===== config.mk =====
export PLATFORM = sky130hd
export DESIGN_NAME = tower_window_shifter
export DESIGN_NICKNAME = d
export VERILOG_FILES = /design/src/rtl/tower_window_shifter.sv
export SDC_FILE = /design/constraint.sdc
export NUM_CORES = 1
export LEC_CHECK = 0
export BUFFER_PORTS_ARGS = -buffer_cell sky130_fd_sc_hd__buf_4
export CORE_AREA = 2 2 518 520
export CTS_BUF_LIST = sky130_fd_sc_hd__clkbuf_4
export CTS_CLUSTER_DIAMETER = 60
export DETAILED_ROUTE_END_ITERATION = 10
export DIE_AREA = 0 0 520 522
export PLACE_DENSITY_LB_ADDON = 0.25
export REMOVE_ABC_BUFFERS = 1
export SLEW_MARGIN = 20
export SYNTH_ARGS = -nofsm -noshare
export SYNTH_HDL_FRONTEND = slang
export SYNTH_SLANG_ARGS = --single-unit

===== constraint.sdc =====
create_clock -name clk -period 3 [get_ports clk]
set_input_delay 0.3 -clock clk [delete_from_list [all_inputs] [get_ports clk]]
set_output_delay 0.3 -clock clk [all_outputs]
set_load 0.03 [all_outputs]

===== src/rtl/tower_window_shifter.sv =====
module tower_window_shifter #(
  parameter int W    = 10,
  parameter int NCOL = 6,
  parameter int NROW = 10
) (
  input  logic                         clk,
  input  logic                         rst,
  input  logic                         bc_load,
  input  logic                         border_en,
  input  logic                         border_high,
  input  logic [NCOL*NROW*W-1:0]       towers_in,
  output logic [(NROW-2)*9*W-1:0]      win_out,
  output logic                         win_valid,
  output logic [2:0]                   win_step
);
  localparam int NCORE = NROW - 2;
  localparam int LAST  = NCOL - 2;

  logic [W-1:0] sr [NCOL+1][NROW];
  logic lo_kill, hi_kill;

  assign lo_kill = border_en & ~border_high;
  assign hi_kill = border_en &  border_high;

  for (genvar c = 0; c <= NCOL; c++) begin : g_col
    for (genvar r = 0; r < NROW; r++) begin : g_row
      if (c < NCOL) begin : g_data
        logic kill;
        if (c == 0) begin : g_lo
          assign kill = lo_kill;
        end else if (c == NCOL-1) begin : g_hi
          assign kill = hi_kill;
        end else begin : g_mid
          assign kill = 1'b0;
        end
        always_ff @(posedge clk) begin
          if (rst)          sr[c][r] <= '0;
          else if (bc_load) sr[c][r] <= kill ? '0 : towers_in[(NROW*c+r)*W +: W];
          else              sr[c][r] <= sr[c+1][r];
        end
        if (c < NCOL-1) begin : g_chk
          assert_shift_down_R3: assert property (@(posedge clk) disable iff (rst)
            !bc_load |=> sr[c][r] == $past(sr[c+1][r]));
        end
      end else begin : g_pad
        always_ff @(posedge clk) sr[c][r] <= '0;
      end
    end
  end

  for (genvar k = 0; k < NCORE; k++) begin : g_core
    for (genvar l = 0; l < 3; l++) begin : g_loc
      for (genvar d = 0; d < 3; d++) begin : g_dr
        assign win_out[((k*3+l)*3+d)*W +: W] = sr[l][k+d];
      end
    end
  end

  always_ff @(posedge clk) begin
    if (rst) begin
      win_valid <= 1'b0;
      win_step  <= '0;
    end else if (bc_load) begin
      win_valid <= 1'b1;
      win_step  <= '0;
    end else if (win_valid) begin
      if (win_step == 3'(LAST)) begin
        win_valid <= 1'b0;
        win_step  <= '0;
      end else begin
        win_step <= win_step + 3'd1;
      end
    end
  end

  assert_load_start_R2: assert property (@(posedge clk) disable iff (rst)
    bc_load |=> win_valid && win_step == 3'd0);
  assert_step_adv_R3: assert property (@(posedge clk) disable iff (rst)
    win_valid && win_step != 3'(LAST) && !bc_load |=> win_valid && win_step == $past(win_step) + 3'd1);
  assert_end_drop_R5: assert property (@(posedge clk) disable iff (rst)
    win_valid && win_step == 3'(LAST) && !bc_load |=> !win_valid);
  assert_step_range_R2: assert property (@(posedge clk) disable iff (rst)
    win_valid |-> win_step <= 3'(LAST));
  assert_top_window_zero_R4: assert property (@(posedge clk) disable iff (rst)
    win_valid && win_step == 3'(LAST) |-> win_out[(2*3)*W +: W] == '0);

  for (genvar r = 0; r < NROW; r++) begin : g_edge_chk
    assert_low_edge_zero_R6: assert property (@(posedge clk) disable iff (rst)
      bc_load && border_en && !border_high |=> sr[0][r] == '0);
    assert_high_edge_zero_R7: assert property (@(posedge clk) disable iff (rst)
      bc_load && border_en && border_high |=> sr[NCOL-1][r] == '0);
  end
endmodule


==> results of run 1 <==
stage by stage:
step | setup WS (ps) | instances
2_1_floorplan | 416.2 | 2422
3_5_place_dp | 683.3 | 7338
3_3_place_gp | 684.7 | 7338
cell families after synthesis:
logic type	Yosys count	share of synthesized area, %
compound gates	105	1.794
fa+ha+maj	2	0.08171
buf+inv	667	15.98
mux	401	13.11
flops	604	59.10
simple gates	707	9.922
other cells	1	0.01225
==> qor.yml, run 1 <==
die:
  number_of_top_level_pins: 1329
  dieHeight_um: 522
  initial_core_util_pct: 11.49
  rows: 190
  die-width_um: 520
logic_synthesis:
  netlist_top_cells_count: "sky130_fd_sc_hd__edfxtp_1 (600), sky130_fd_sc_hd__buf_4 (532), sky130_fd_sc_hd__mux2i_1 (401), sky130_fd_sc_hd__nor2_1 (401), sky130_fd_sc_hd__a21oi_1 (102)"
  synth_warnings: 0
  netlist_instances: 2487
  netlist-cell-type-count: 24
  synth_top_flop_cell: "sky130_fd_sc_hd__edfxtp_1"
  synth.top_cells.by_area: "sky130_fd_sc_hd__edfxtp_1 (59%), sky130_fd_sc_hd__mux2i_1 (13%), sky130_fd_sc_hd__buf_4 (13%), sky130_fd_sc_hd__nor2_1 (4.9%), sky130_fd_sc_hd__and2_1 (2.0%)"
  postSynthRegisterBits: 604
  synth_async_sr_flop_share_pct: 0
  syn_avg_cell_area_um2: 12.31
  synthesis.area_um2: 30620
  ys_seq_area_share_pct: 59.10
  synth_enable_flop_cells: 600
  top_count_cell_post_synth: "sky130_fd_sc_hd__edfxtp_1"
  synth_area_leader_cell: "sky130_fd_sc_hd__edfxtp_1"
  fraction_of_synthesized_cell_area_taken_by_the_top_area_cell_type_pct: 58.84
clock_network:
  numClockSinks: 604
  post_cts_buffers: 0
  cts_htree_levels: 4
  inserted_clock_buffers: 209
  ctsLongestPathBuffers: 4
  cts-root-buf: "sky130_fd_sc_hd__clkbuf_4"
  cts-resized-gates: 0
  ctsHoldBuffers: 1536
run_status:
  status: "stopped before the end"
  first-error: "[ERROR RSZ-0060] Max buffer count reached."
  stop_stage: "clock tree synthesis (4_1_cts)"
placement:
  placedInstanceArea_um2: 42870
  routabilityCongestion: 0.8426
  io_buf_count: 1328
  dp_hpwl_mm: 117.1
==> run 2: changes to the inputs <==
--- a/config.mk
+++ b/config.mk
@@ -6,12 +6,10 @@
 export NUM_CORES = 1
 export LEC_CHECK = 0
 export BUFFER_PORTS_ARGS = -buffer_cell sky130_fd_sc_hd__buf_4
-export CORE_AREA = 2 2 518 520
-export CTS_BUF_LIST = sky130_fd_sc_hd__clkbuf_4
-export CTS_CLUSTER_DIAMETER = 60
+export CORE_AREA = 2 2 516 518
 export DETAILED_ROUTE_END_ITERATION = 10
-export DIE_AREA = 0 0 520 522
-export PLACE_DENSITY_LB_ADDON = 0.25
+export DIE_AREA = 0 0 518 520
+export PLACE_DENSITY_LB_ADDON = 0.15
 export REMOVE_ABC_BUFFERS = 1
 export SLEW_MARGIN = 20
 export SYNTH_ARGS = -nofsm -noshare
==> qor.yml, run 2 <==
run_status:
  status: "finished clean"
timing:
  fmaxAchievable_mhz: 485.0
  final_critical_path_setup_slack_ps: 938.3
  fin_max_slew_vios: 0
  min_period_ps: 2062
  final_skew_ps: 28.94
  final_min_period_over_clock_period_pct: 68.72
  grt_setup_unrepaired: "false"
  final_count_of_negative_setup_slack_endpoints: 0
  maxSlewHeadroom_pct: 49.65
  setup_tns_ps: 0
  hold_viol: 0
  tightestPinTransition_ps: 755.2
logic_synthesis:
  synth_warnings: 0  # unchanged
  ys_seq_area_share_pct: 59.10  # unchanged
  synth.top_cells.by_area: "sky130_fd_sc_hd__edfxtp_1 (59%), sky130_fd_sc_hd__mux2i_1 (13%), sky130_fd_sc_hd__buf_4 (13%), sky130_fd_sc_hd__nor2_1 (4.9%), sky130_fd_sc_hd__and2_1 (2.0%)"
  netlist_top_cells_count: "sky130_fd_sc_hd__edfxtp_1 (600), sky130_fd_sc_hd__buf_4 (532), sky130_fd_sc_hd__mux2i_1 (401), sky130_fd_sc_hd__nor2_1 (401), sky130_fd_sc_hd__a21oi_1 (102)"
  synth_top_flop_cell: "sky130_fd_sc_hd__edfxtp_1"
  synth_enable_flop_cells: 600  # unchanged
  synth_area_leader_cell: "sky130_fd_sc_hd__edfxtp_1"
  synthesis.area_um2: 30620  # unchanged
  netlist-cell-type-count: 24  # unchanged
  top_count_cell_post_synth: "sky130_fd_sc_hd__edfxtp_1"
  netlist_instances: 2487  # unchanged
  postSynthRegisterBits: 604  # unchanged
  fraction_of_synthesized_cell_area_taken_by_the_top_area_cell_type_pct: 58.84  # unchanged
  synth_async_sr_flop_share_pct: 0  # unchanged
  syn_avg_cell_area_um2: 12.31  # unchanged
route:
  avgViaCountPerCell: 2.974
  detail_route.first_pass.iterations: 4
  detailroute.via_count: 24130
  drt.antenna.violating_nets: 0
  drt-initial-drc-count: 1031
  detail_route.wl_per_cell_um: 18.76
  drt-total-wl_mm: 152.2
  drcViolationCount: 0
layout:
  largest_reg_flops: 600
  regArea_um2: 18100
  area_growth_from_synthesis_to_layout_pct: 69.49
  final_area_um2: 51900
  regMostFlops: "sr"
  fill_cells: 29480
  non_filler_cells_in_the_finished_layout: 8113
  most-common-layout-cells: "sky130_fd_sc_hd__buf_4 (1,359), sky130_fd_sc_hd__edfxtp_1 (600), sky130_fd_sc_hd__conb_1 (600)"
  multiInputGateArea_um2: 9886
  nNetsFinal: 5101
  most_common_cell_after_layout_fill_and_taps_aside: "sky130_fd_sc_hd__buf_4"
  biggestRegsByFlops: "sr: 600 flops, win_step: 3 flops, win_valid: 1 flops"
  final_layout_size_suffix_gt1_share_pct: 32.87
worst_setup_path:
  critPathSlowestCell: "sky130_fd_sc_hd__edfxtp_1"
  kind_of_start_point_of_the_critical_path: "flip-flop"
  critical_path_class: "reg2out"
  crit_path_largest_cell_delay_ps: 760
  critical-path-top-delay-family: "flip-flops"
  critical_path_required_ps: 2700
  worstPathCellList: "buf_4"
  cp-end-kind: "output port"
  arrival_time_of_the_worst_setup_path_ps: 1760
  worstPathBufferInverterCount: 1
  crit_path_max_fanout: 3
placement:
  routabilityCongestion: 0.7911  # -6.1%
  placedInstanceArea_um2: 43010  # +0.32%
  place_ws_ps: 877.2  # +193.8 ps
  placed_cells_incl_taps: 7334  # -0.055%
  dp_hpwl_mm: 119.1  # +1.7%
  io_buf_count: 1328  # unchanged
clock_network:
  clk_latency_ps: 730
  ctsLongestPathBuffers: 3  # -1
  clock_transition_at_the_register_clock_pins_on_the_worst_setup_and_hold_paths_after_cts_ps: 60
  cts_tree: "yes"
  cts-resized-gates: 0  # unchanged
  numClockSinks: 604  # unchanged
  cts-root-buf: "sky130_fd_sc_hd__clkbuf_16"
  cts_htree_levels: 3  # -1
  inserted_clock_buffers: 93  # -56%
job:
  drv_cap: 0
die:
  floorplan.die_area_um2: 269400
  dieHeight_um: 520  # -0.38%
  die-width_um: 518  # -0.38%
  core_area_um2: 263900
  number_of_top_level_pins: 1329  # unchanged
  initial_core_util_pct: 11.60  # +0.11 points
  rows: 189  # -0.53%
grt:
  number_of_antenna_violations_at_the_first_check_in_global_routing: 40
  via_count_of_the_first_global_routing_pass: 24810
  gr-max-usage-layer: "met2"
  grt_pass1_wl_mm: 203.2
  gr-usage-all-layers_pct: 10.86
  groute.layer.met1.usage_pct: 13.26
  pin_count_of_the_biggest_net_entering_global_routing: 104
  grt_overflow: 0
  groute.layer.met2.usage_pct: 18.32
  use_met3_pct: 3.028
power:
  power.density_nw_per_um2: 506.1
  report.power.total_mw: 26.27
  peakVddDrop_v: 0.0004153
  power.static_leakage_nw: 22.69
worst_hold_path:
  hp-class: "in2reg"
run 2: cell counts after synthesis:
No cell type changed its count.
run 2: path summary, 6_finish.rpt:
path	cells past startpoint	slack, ps	from	endpoint
max	1	940	sr[0][53]	win_out[363]
min	3	40	towers_in[186]	sr[0][116]
max reg2reg	3	1460	sr[1][50]	sr[0][150]
min reg2reg	2	530	sr[2][157]	sr[2][57]
run 2: routing by layer:
layer / routed length, um / part of all wire [%]
met5: 27 / 0.018
met4: 4607 / 3.0
met3: 9578 / 6.3
met2: 73870 / 49
met1: 64090 / 42
run 2: logic make-up (layout without fill, tap and decap cells):
group	count (synthesis)	after routing	share of synthesized area [%]
other cells	1	613	0.01225
mux	401	401	13.11
flops	604	604	59.10
buf+inv	667	2148	15.98
simple gates	707	707	9.922
compound gates	105	105	1.794
fa+ha+maj	2	2	0.08171
run 2: metrics by stage:
| step | hold slack [ps] | util [%] |
|---|---|---|
| finish | 43.98 | 19.66 |
| global route | 24.32 | 19.66 |
| CTS | 1.389 | 19.65 |
| detailed placement | 530.2 | 16.30 |
| global placement | 527.5 | 16.30 |
| floorplan | 372.4 | - |
run 2: area by class of cell:
| cell class | instances | area share [%] |
|---|---|---|
| Timing Repair Buffer | 1977 | 31.95 |
| Inverter | 3 | 0.03134 |
| Antenna cell | 13 | 0.06269 |
| Tap cell | 3533 | 8.518 |
| Clock inverter | 45 | 0.7787 |
| Multi-Input combinational cell | 1815 | 19.05 |
| Clock buffer | 123 | 4.742 |
| Sequential cell | 604 | 34.87 |
run 2: worst reg2reg max path: stages (launching register included):
cell and delay [ps]:
sky130_fd_sc_hd__edfxtp_1 480, sky130_fd_sc_hd__mux2i_1 200, sky130_fd_sc_hd__nor2_1 50, sky130_fd_sc_hd__dlygate4sd3_1 560
run 2: power breakdown:
group          total, mW  internal (mW)  switching [mW]
logic               5.10           2.24            2.85
registers           10.5           9.97           0.516
clock network       10.7           6.11            4.58
run 2: timing repair:
item | 4_1_cts | 5_1_grt
hold buffers | 598 | 0
endpoints found under the setup margin | 0 | 0
hold endpoints to repair | 594 | 0
buffers inserted | 0 | 0
(Power assumes the default switching activity.)
